**src/rtl/tmr_pkg.sv**
```systemverilog
// Shared types for the modulo timer.
// Assumes: the status/control byte has a fixed 8-bit layout that software decodes.
package tmr_pkg;

    localparam int PS_W = 3;   // width of the prescale code

    typedef enum logic [1:0] {
        SRC_OFF = 2'b00,
        SRC_BUS = 2'b01,
        SRC_FIX = 2'b10,
        SRC_EXT = 2'b11
    } src_sel_e;

    typedef struct packed {
        logic            flag;
        logic            ie;
        logic            cpwm;
        src_sel_e        src;
        logic [PS_W-1:0] ps;
    } sc_byte_t;

endpackage

```
**src/rtl/tmr_src_sel.sv**
```systemverilog
// Count source selection.
// Produces a single-cycle tick from the bus clock, the fixed-rate tick or
// rising edges of the synchronized external clock.
// Assumes: fix_tick_i is already synchronous to clk; SYNC_STAGES >= 2.
module tmr_src_sel
    import tmr_pkg::*;
#(
    parameter int SYNC_STAGES = 2
) (
    input  logic     clk,
    input  logic     rst_n,
    input  src_sel_e src_i,
    input  logic     fix_tick_i,
    input  logic     ext_clk_i,
    output logic     tick_o
);

    logic [SYNC_STAGES-1:0] sync_q;
    logic                   last_q;
    logic                   ext_rise;

    // Synchronizer chain and edge-history flop for the external clock.
    always_ff @(posedge clk) begin
        if (!rst_n) begin
            sync_q <= '0;
            last_q <= 1'b0;
        end else begin
            sync_q <= {sync_q[SYNC_STAGES-2:0], ext_clk_i};
            last_q <= sync_q[SYNC_STAGES-1];
        end
    end

    // Rising edge of the synchronized external clock.
    always_comb ext_rise = sync_q[SYNC_STAGES-1] & ~last_q;

    // Source multiplexer.
    always_comb begin
        unique case (src_i)
            SRC_OFF: tick_o = 1'b0;
            SRC_BUS: tick_o = 1'b1;
            SRC_FIX: tick_o = fix_tick_i;
            SRC_EXT: tick_o = ext_rise;
            default: tick_o = 1'b0;
        endcase
    end

endmodule

```
**src/rtl/tmr_prescaler.sv**
```systemverilog
// Power-of-two prescaler placed after source selection.
// Passes every 2^ps-th input tick. Its phase counter runs freely, so a new
// code applies on the next cycle with no restart.
// Assumes: ps_i is held in a register.
module tmr_prescaler #(
    parameter int PS_W = 3
) (
    input  logic            clk,
    input  logic            rst_n,
    input  logic            tick_i,
    input  logic [PS_W-1:0] ps_i,
    output logic            tick_o
);

    localparam int DIV_W = (1 << PS_W) - 1;

    logic [DIV_W-1:0] phase_q;
    logic [DIV_W-1:0] mask;

    // Phase counter advances on each source tick.
    always_ff @(posedge clk) begin
        if (!rst_n)      phase_q <= '0;
        else if (tick_i) phase_q <= phase_q + 1'b1;
    end

    // Low ps_i bits of the mask are set; one bit per possible code.
    always_comb begin
        for (int i = 0; i < DIV_W; i++) begin
            mask[i] = (i < int'(ps_i));
        end
    end

    // Pass the tick when all masked phase bits are ones.
    always_comb tick_o = tick_i && ((phase_q & mask) == mask);

endmodule

```
**src/rtl/tmr_counter.sv**
```systemverilog
// Modulo counter with up-only and up/down modes.
// Emits wrap_o on the tick that produces an overflow event.
// Assumes: a modulo of zero stands for the all-ones limit.
module tmr_counter #(
    parameter int CNT_W = 16
) (
    input  logic             clk,
    input  logic             rst_n,
    input  logic             tick_i,
    input  logic             updown_i,
    input  logic [CNT_W-1:0] modulo_i,
    output logic [CNT_W-1:0] count_o,
    output logic             wrap_o
);

    logic [CNT_W-1:0] cnt_q, cnt_d, limit;
    logic             up_q, up_d, wrap_c;

    // Effective limit.
    always_comb limit = (modulo_i == '0) ? '1 : modulo_i;

    // Next-count and direction logic.
    always_comb begin
        cnt_d  = cnt_q;
        up_d   = up_q;
        wrap_c = 1'b0;
        if (!updown_i) begin
            up_d = 1'b1;
            if (cnt_q >= limit) begin
                cnt_d  = '0;
                wrap_c = 1'b1;
            end else begin
                cnt_d = cnt_q + 1'b1;
            end
        end else if (up_q) begin
            if (cnt_q >= limit) begin
                cnt_d = cnt_q - 1'b1;
                up_d  = 1'b0;
            end else begin
                cnt_d = cnt_q + 1'b1;
            end
        end else begin
            if (cnt_q == '0) begin
                cnt_d  = CNT_W'(1);
                up_d   = 1'b1;
                wrap_c = 1'b1;
            end else begin
                cnt_d = cnt_q - 1'b1;
            end
        end
    end

    // Count and direction registers.
    always_ff @(posedge clk) begin
        if (!rst_n) begin
            cnt_q <= '0;
            up_q  <= 1'b1;
        end else if (tick_i) begin
            cnt_q <= cnt_d;
            up_q  <= up_d;
        end else if (!updown_i) begin
            up_q  <= 1'b1;
        end
    end

    always_comb count_o = cnt_q;
    always_comb wrap_o  = tick_i && wrap_c;

endmodule

```
**src/rtl/tmr_ovf_flag.sv**
```systemverilog
// Overflow flag with the read-then-write-zero clearing handshake.
// A read while the flag is set arms the clear. A later write with a zero
// flag bit clears the flag if still armed. An overflow sets the flag and
// disarms, and it takes precedence over a clear in the same cycle.
// Assumes: rd_i and wr_i are single-cycle bus strobes.
module tmr_ovf_flag (
    input  logic clk,
    input  logic rst_n,
    input  logic wrap_i,
    input  logic rd_i,
    input  logic wr_i,
    input  logic wr_flag_i,
    output logic flag_o
);

    logic flag_q, armed_q;

    // Flag and handshake-arm state.
    always_ff @(posedge clk) begin
        if (!rst_n) begin
            flag_q  <= 1'b0;
            armed_q <= 1'b0;
        end else if (wrap_i) begin
            flag_q  <= 1'b1;
            armed_q <= 1'b0;
        end else begin
            if (rd_i && flag_q) armed_q <= 1'b1;
            if (wr_i && !wr_flag_i && armed_q) begin
                flag_q  <= 1'b0;
                armed_q <= 1'b0;
            end
        end
    end

    always_comb flag_o = flag_q;

endmodule

```
**src/rtl/tmr_modulo_timer.sv**
```systemverilog
// Top of the modulo timer.
// Holds the control fields of the status/control byte and chains source
// selection, prescaler and counter. Drives the flag and the interrupt request.
// Assumes: a single bus register; strobes are one cycle wide.
module tmr_modulo_timer
    import tmr_pkg::*;
#(
    parameter int CNT_W       = 16,
    parameter int SYNC_STAGES = 2
) (
    input  logic             clk,
    input  logic             rst_n,
    input  logic             ext_clk_i,
    input  logic             fix_tick_i,
    input  logic             sc_rd_i,
    input  logic             sc_wr_i,
    input  logic [7:0]       sc_wdata_i,
    output logic [7:0]       sc_rdata_o,
    input  logic [CNT_W-1:0] modulo_i,
    output logic [CNT_W-1:0] count_o,
    output logic             irq_o
);

    sc_byte_t        wr_view;
    logic            ie_q, cpwm_q;
    src_sel_e        src_q;
    logic [PS_W-1:0] ps_q;
    logic            src_tick, cnt_tick, wrap, flag;
    sc_byte_t        rd_view;

    // Decode the written byte into its fields.
    always_comb wr_view = sc_byte_t'(sc_wdata_i);

    // Control field register.
    always_ff @(posedge clk) begin
        if (!rst_n) begin
            ie_q   <= 1'b0;
            cpwm_q <= 1'b0;
            src_q  <= SRC_OFF;
            ps_q   <= '0;
        end else if (sc_wr_i) begin
            ie_q   <= wr_view.ie;
            cpwm_q <= wr_view.cpwm;
            src_q  <= wr_view.src;
            ps_q   <= wr_view.ps;
        end
    end

    tmr_src_sel #(.SYNC_STAGES(SYNC_STAGES)) u_src (
        .clk        (clk),
        .rst_n      (rst_n),
        .src_i      (src_q),
        .fix_tick_i (fix_tick_i),
        .ext_clk_i  (ext_clk_i),
        .tick_o     (src_tick)
    );

    tmr_prescaler #(.PS_W(PS_W)) u_pre (
        .clk    (clk),
        .rst_n  (rst_n),
        .tick_i (src_tick),
        .ps_i   (ps_q),
        .tick_o (cnt_tick)
    );

    tmr_counter #(.CNT_W(CNT_W)) u_cnt (
        .clk      (clk),
        .rst_n    (rst_n),
        .tick_i   (cnt_tick),
        .updown_i (cpwm_q),
        .modulo_i (modulo_i),
        .count_o  (count_o),
        .wrap_o   (wrap)
    );

    tmr_ovf_flag u_flag (
        .clk       (clk),
        .rst_n     (rst_n),
        .wrap_i    (wrap),
        .rd_i      (sc_rd_i),
        .wr_i      (sc_wr_i),
        .wr_flag_i (wr_view.flag),
        .flag_o    (flag)
    );

    // Assemble the readable byte.
    always_comb begin
        rd_view.flag = flag;
        rd_view.ie   = ie_q;
        rd_view.cpwm = cpwm_q;
        rd_view.src  = src_q;
        rd_view.ps   = ps_q;
    end

    always_comb sc_rdata_o = rd_view;
    always_comb irq_o      = ie_q & flag;

endmodule

```
**config.mk**
```make
export PLATFORM = sky130hd
export DESIGN_NAME = tmr_modulo_timer
export DESIGN_NICKNAME = d
export VERILOG_FILES = /design/src/rtl/tmr_pkg.sv /design/src/rtl/tmr_src_sel.sv /design/src/rtl/tmr_prescaler.sv /design/src/rtl/tmr_counter.sv /design/src/rtl/tmr_ovf_flag.sv /design/src/rtl/tmr_modulo_timer.sv
export SDC_FILE = /design/constraint.sdc
export NUM_CORES = 1
export LEC_CHECK = 0
export ABC_CLOCK_PERIOD_IN_PS = 3500
export BUFFER_PORTS_ARGS = -buffer_cell sky130_fd_sc_hd__buf_2
export CAP_MARGIN = 20
export CORE_MARGIN = 3
export CORE_UTILIZATION = 52
export CTS_BUF_LIST = sky130_fd_sc_hd__clkbuf_8
export DETAILED_ROUTE_END_ITERATION = 8
export PLACE_DENSITY = 0.76
export SYNTH_ARGS = -nofsm -noshare
export SYNTH_HDL_FRONTEND = slang
export SYNTH_SLANG_ARGS = --single-unit
```
**constraint.sdc**
```tcl
create_clock -name clk -period 3.5 [get_ports clk]
set_clock_uncertainty 0.2 [all_clocks]
set_input_delay 0.525 -clock clk [delete_from_list [all_inputs] [get_ports clk]]
set_output_delay 0.525 -clock clk [all_outputs]
set_load 0.02 [all_outputs]
```
# Yosys cells after proc, flatten, opt, wreduce, memory -nomap -nowiden
# Cells that the tools add are included.
op_classes:
  addsub: 3
  eq_ne: 5
  reduce_logical: 11
  n_mux: 18
  multipliers: 0
  shift: 0
  n_div: 0
  bitwise_logic: 5
  n_lt_le_gt_ge: 8
ops:
  columns: ["op", "count"]
  rows:
  - ["16-bit two-way mux", 6]
  - ["16-bit zero test", 2]
  - ["16-bit by 1-bit adder with 16-bit output, second input constant", 1]
  - ["16-bit >= comparator", 1]
  - ["16-bit by 1-bit subtractor with 16-bit output, second input constant", 1]
  - ["1-bit two-way mux", 11]
  - ["3-bit < comparator, first input constant", 3]
  - ["7-bit by 1-bit adder with 7-bit output, second input constant", 1]
  - ["7-bit bitwise AND", 1]
  - ["7-bit equality test", 1]
  - ["1-bit by 3-bit < comparator with 1-bit output, first input constant", 2]
  - ["2-bit by 3-bit < comparator with 1-bit output, first input constant", 2]
  - ["1-bit logical AND", 5]
  - ["2-bit equality test, second input constant", 2]
  - ["1-bit one-hot mux with 4 select lines", 1]
  - ["3-bit OR reduction", 1]
  - ["1-bit bitwise AND", 2]
  - ["2-bit by 1-bit equality test with 1-bit output, second input constant", 1]
  - ["2-bit zero test", 1]
  - ["2-bit by 1-bit inequality test with 1-bit output, second input constant", 1]
  - ["1-bit inverter", 2]
  - ["2-bit nonzero test", 1]
  - ["1-bit zero test", 1]
totals:
  ramBits: 0
  rom_bits: 0
  out_inout_bits: 25
  register_bits: 36
  in_bits: 30
  wordCells: 61
  mem_count: 0
  latch_bits: 0

# Depth between registers and ports, before layout
logic_depth:
  depth_word: 7
  ltp_mapped: 14
  depth_no_buf: 11

# By module
# A second synthesis with hierarchy kept.
unflattened:
  cells_unflattened: 357
  area_unflattened_um2: 2889.0
by_module_without_submodules:
  columns: ["mod", "area_per_inst_um2", "seq_area_each_um2", "n_inst", "cells_per_inst"]
  rows:
  - ["tmr_counter", 2052.0, 340.3, 1, 273]
  - ["tmr_prescaler", 355.3, 140.1, 1, 39]
  - ["tmr_modulo_timer", 294.0, 140.1, 1, 26]
  - ["tmr_src_sel", 96.3, 60.1, 1, 9]
  - ["tmr_ovf_flag", 91.3, 40.0, 1, 10]

# Worst setup path after synthesis
# OpenSTA, ideal clock, no wires.
synth_timing:
  path_type: "input -> register"
  from: "input port modulo_i[2]"
  to: "register u_cnt.cnt_q[7] (netlist: u_cnt.count_o[7])"
  arrival_ps: 3417
  slack_ps: -192
  t_required_ps: 3224
  path_stages: 14
  path_buffers: 3
  setup_ps: 76
  cell_sequence: "nor4_1 and4_1 clkbuf_1 clkbuf_1 nor2_1 ha_1 a211oi_1 o22ai_1 a31oi_1 and4_1 buf_2 nand2_1 o32a_1 a21boi_0"
synth_between:
  elab_chain_cells: 6
  elab_cells_between_ends: 7
  classes_between: "order compare: 1; mux: 5; reduce/logical: 1"
synth_rtl:
  columns: ["item", "line", "source"]
  rows:
  - ["from (decl)", "tmr_modulo_timer.sv:19", "input logic [CNT_W-1:0] modulo_i,"]
  - ["16-bit zero test", "tmr_counter.sv:20", "always_comb limit = (modulo_i == '0) ? '1 : modulo_i;"]
  - ["16-bit two-way mux *", "tmr_counter.sv:20", null]
  - ["16-bit >= comparator *", "tmr_counter.sv:29, tmr_counter.sv:36", null]
  - ["16-bit two-way mux", "tmr_counter.sv:36", "if (cnt_q >= limit) begin"]
  - ["16-bit two-way mux", "tmr_counter.sv:35", "end else if (up_q) begin"]
  - ["16-bit two-way mux *", "tmr_counter.sv:27", "if (!updown_i) begin"]
  - ["to (signal assigned)", "tmr_counter.sv:59", "cnt_q <= cnt_d;"]
  - ["to (decl)", "tmr_counter.sv:16", "logic [CNT_W-1:0] cnt_q, cnt_d, limit;"]
# Every way passes the cells marked *; elsewhere a longest branch is shown, timed or not.
# A chain may end at the register's enable or synchronous reset.

# Worst setup path after layout
layout_timing:
  from: "input port modulo_i[2]"
  to: "register u_cnt.cnt_q[10] (netlist: u_cnt.count_o[10])"
# The elaborated chain is that of the path after synthesis.

==> Flow_metrics.wiki <==
{| class="wikitable"
! Metric !! Value
|-
| Largest net degree at the start of global routing || 39
|-
| Antenna violations before repair || 0
|-
| Area of the core || 4880 µm²
|-
| Min-delay worst type || in -> reg
|-
| Total of buffers placed on input and output ports || 54
|-
| Achievable frequency || 0.301 GHz
|-
| Antenna diodes || 0
|-
| First-pass GRT wire length || 11,600 µm
|-
| Final standard cell count with taps included and fillers excluded || 483
|-
| Area Growth Syn to Fin || 21.7%
|-
| Total internal power || 0.655 mW
|-
| Cell total after placement || 475
|-
| Weighted congestion at the end of routability-driven global placement || 0.866
|-
| Remaining routing DRC violations || 0
|-
| CTS tree || built
|-
| Crit path capture type || flop
|-
| Final design area excluding fillers || 3280 µm²
|-
| Async set-reset flop share out of synthesis || 0%
|-
| Sequential Power Share || 46.3%
|-
| Top area cells in the synthesized netlist || sky130_fd_sc_hd__dfxtp_1, sky130_fd_sc_hd__ha_1, sky130_fd_sc_hd__nor2_1, sky130_fd_sc_hd__o21ai_0, sky130_fd_sc_hd__nor2b_1
|-
| Portion of the clock cycle consumed by the worst path in the final layout || 94.9%
|-
| Critical path class || in -> reg
|-
| Mean area per synthesized cell || 7.69 µm²
|-
| Largest fanout on the critical path || 10
|-
| Vias after detailed routing || 2,789
|-
| Clock latency reported for the late side of the worst-skew pair || 0.29 ns
|-
| Clk pwr share || 30.7%
|-
| Total track usage || 23.4%
|-
| Remaining antenna violation count || 0
|-
| Xor-xnor portion of the synthesized cell area || 3.90%
|-
| Combinational share of power || 23.0%
|-
| Number of I/O pins || 55
|-
| RSZ-0062 raised after global routing || no
|-
| Height of the die || 78.0 µm
|-
| Post-cts repair resize count || 0
|-
| Number of buffers inserted during clock tree synthesis || 5
|-
| Crit-path slowest cell || sky130_fd_sc_hd__or3_1
|-
| Overflow left after global routing || 0
|-
| Synthesized instance count || 351
|-
| Die boundary width || 78.0 µm
|-
| Slew @ Worst Pin || 0.671 ns
|-
| Yosys warnings || 0
|-
| Sequential standard cell area || 721 µm²
|-
| Post-synthesis compound-gate area fraction || 19.6%
|-
| Post-layout net count || 465
|-
| Multiplexer fraction of the synthesized cell area || 2.97%
|-
| Required time of the critical path || 3.53 ns
|-
| Minimum period implied by the final worst setup slack || 3.32 ns
|-
| Flip-flop and latch count after synthesis || 36
|-
| Adder-Cell Fraction of Synth Area || 9.28%
|-
| Crit path launch type || input pin
|-
| Initial DRC count || 181
|-
| Post-synth design cell area || 2700 µm²
|-
| Placed cell area || 3150 µm²
|-
| Ratio of routed vias to standard cells || 5.77
|-
| Max-cap violations || 0
|-
| Total setup buffers inserted after CTS || 0
|-
| Share of layout cells above drive strength 1 || 25.0%
|-
| Fraction of synthesized cell area taken by the top area cell type || 26.7%
|-
| Most area-hungry cell type in the Yosys netlist || sky130_fd_sc_hd__dfxtp_1
|-
| Arrival time of the worst setup path || 3.35 ns
|-
| Multi-input gate area in the final layout || 1860 µm²
|-
| Final Routed Wirelength || 6990 µm
|-
| Share of synthesized cell area in and, or, nand and nor gates || 31.3%
|-
| First-pass detailed-route iteration total || 4
|-
| Top_reg_cell synth || sky130_fd_sc_hd__dfxtp_1
|-
| Slowest Stage Delay on Critical Path || 0.35 ns
|-
| Number of H-tree branching levels || 2
|-
| Main combinational cell family by area after synthesis || simple AND/OR/NAND/NOR gates
|-
| Net load switching power || 0.287 mW
|-
| Die Area || 6090 µm²
|-
| Setup violation total in the final timing report || 0
|-
| Count of standard-cell rows || 25
|-
| Synthesized netlist net count || 401
|-
| Initial Util || 55.3%
|-
| IR drop worst, VDD || 0.213 mV
|-
| Final Hold Viols || 0
|-
| Leakage power of the design || 1.42 nW
|-
| Cell Chain, Critical Path || buf_2 -> nor4_4 -> and4_1 -> buf_6 -> buf_4 -> nor2_1 -> ha_1 -> nand4_1 -> nor2_2 -> nand3b_1 -> buf_4 -> a41o_1 -> buf_4 -> or3_1 -> o211ai_1 -> o21a_1
|-
| Max-slew headroom || 55.1%
|-
| Final slew viol count || 0
|-
| CTS Hold Buffers Added || 0
|-
| Count of flip-flops with a built-in enable after synthesis || 0
|-
| Buffer depth of the longest clock path || 2
|-
| Cell variety after synth || 52
|-
| Total number of clock tree sinks || 36
|-
| Library cell appearing most often on the critical path || sky130_fd_sc_hd__buf_4
|-
| Setup tns final || 0 ns
|-
| Power density of the placed cells || 287 nW/µm²
|-
| Sw Ratio || 30.5%
|-
| Clock transition at the registers of the reported paths || 0.07 ns
|-
| Number of global-route vias before repair || 2,570
|-
| Root Buffer || sky130_fd_sc_hd__clkbuf_8
|-
| Part of the Yosys area used for sequential elements || 26.7%
|-
| HPWL reported at the end of detailed placement || 5180 µm
|-
| Filler cells || 431
|-
| Routed wirelength normalized by instance count || 14.5 µm
|-
| Run status || complete, no violations
|}
[cell usage after synthesis, drive strengths merged (2+ instances only)]
cell type and n:
o21a 5, and4 4, or3 6, o31a 5, nor4 9, xor2 2, or4 3, dfxtp 36
xnor2 10, o31ai 3, nand2b 5, mux2i 8, a221oi 2, clkbuf 20, a21boi 5, a31oi 2
a22oi 2, nand3b 2, o32ai 2, nand2 25, ha 20, and3 5, buf 7, a211oi 4
o21ai 21, nand3 18, nor3 11, a21oi 19, inv 9, and2 9, nor2b 16, nor2 32
nand4 9, or2 3
[sequential cells by signal, indices dropped and copies added (netlist names)]
register        cells
u_flag.flag_o       1
u_src.last_q        1
u_cnt.count_o      16
u_cnt.up_q          1
u_pre.phase_q       7
cpwm_q              1
u_flag.armed_q      1
ie_q                1
u_src.sync_q        2
ps_q                3
src_q               2
[worst paths after layout]
path / start / to / slack, ns / cells past startpoint
worst max-delay path: modulo_i[2] / u_cnt.count_o[10] / 0.18 / 16
worst min-delay path: ext_clk_i / u_src.sync_q[0] / 0.23 / 2
worst max register to register: u_cnt.count_o[0] / u_cnt.count_o[5] / 0.72 / 12
worst min register to register: u_src.sync_q[0] / u_src.sync_q[1] / 0.26 / 1
[cell usage in the layout (no fill, tap or decap), types with 3 or more instances in the layout]
cell type and instances:
sky130_fd_sc_hd__inv_1 11, sky130_fd_sc_hd__mux2i_1 8, sky130_fd_sc_hd__nand3_1 18, sky130_fd_sc_hd__nor2_1 31, sky130_fd_sc_hd__and2_1 9, sky130_fd_sc_hd__buf_2 54, sky130_fd_sc_hd__or3_1 5, sky130_fd_sc_hd__nor3_1 11
sky130_fd_sc_hd__nand2b_1 5, sky130_fd_sc_hd__o31ai_1 3, sky130_fd_sc_hd__nor2b_1 16, sky130_fd_sc_hd__o21ai_0 20, sky130_fd_sc_hd__buf_4 29, sky130_fd_sc_hd__xnor2_1 10, sky130_fd_sc_hd__nand4_1 9, sky130_fd_sc_hd__a21boi_0 5
sky130_fd_sc_hd__a211oi_1 4, sky130_fd_sc_hd__dfxtp_1 36, sky130_fd_sc_hd__o31a_1 5, sky130_fd_sc_hd__o21a_1 5, sky130_fd_sc_hd__nand2_1 24, sky130_fd_sc_hd__ha_1 20, sky130_fd_sc_hd__clkbuf_8 5, sky130_fd_sc_hd__a21oi_1 19
sky130_fd_sc_hd__and4_1 3, sky130_fd_sc_hd__nor4_1 6, sky130_fd_sc_hd__and3_1 5
[cells by family (layout without fill, tap and decap cells)]
logic type,count (synthesis),after routing
adders and majority gates,20,20
and+or+nand+nor,159,159
muxes,8,8
xor gates and xnor gates,12,12
AOI/OAI and AO/OA,80,80
DFF,36,36
buffers and inverters,36,101
[metrics by stage]
step	hold WS [ns]	worst slack (ns)	utilization [%]	total power, mW
floorplan	0.212	0.0461	-	0.579
global placement	0.218	-0.0960	64.5	0.646
detailed placement	0.235	-0.200	64.5	0.651
CTS	0.228	0.110	66.2	0.940
global route	0.243	0.00243	67.3	0.996
finish	0.234	0.177	67.3	0.941
[worst max-delay path, delay by kind of cell]
family          cells  cell delay, ns
compound gates      3            0.51
fa+ha+maj           1            0.28
buf+inv             5            0.71
simple gates        7            1.32
[metal layers]
| layer | vias to the layer above | global-route usage [%] | part of all wire (%) |
|---|---|---|---|
| met4 | 0 | 7.52 | 1.3 |
| met1 | 1269 | 30.8 | 44 |
| met2 | 116 | 37.8 | 46 |
| met5 | - | 0 | 0 |
| li1 | 1394 | - | - |
| met3 | 10 | 5.28 | 8.3 |
[area by class of cell]
type / instances / area share, %
Multi-Input combinational cell: 279 / 56.7
Sequential cell: 36 / 22.0
Timing Repair Buffer: 84 / 15.2
Tap cell: 67 / 2.55
Clock buffer: 5 / 2.10
Inverter: 9 / 1.03
Clock inverter: 3 / 0.496
[power by group through the flow]
stage | logic (mW) | registers, mW | clock network [mW]
floorplan | 0.130 | 0.449 | 0
global placement | 0.202 | 0.445 | 0
detailed placement | 0.207 | 0.445 | 0
CTS | 0.208 | 0.435 | 0.296
global route | 0.240 | 0.438 | 0.318
finish | 0.217 | 0.436 | 0.289
Note: power is estimated with default switching activity, not from simulation.
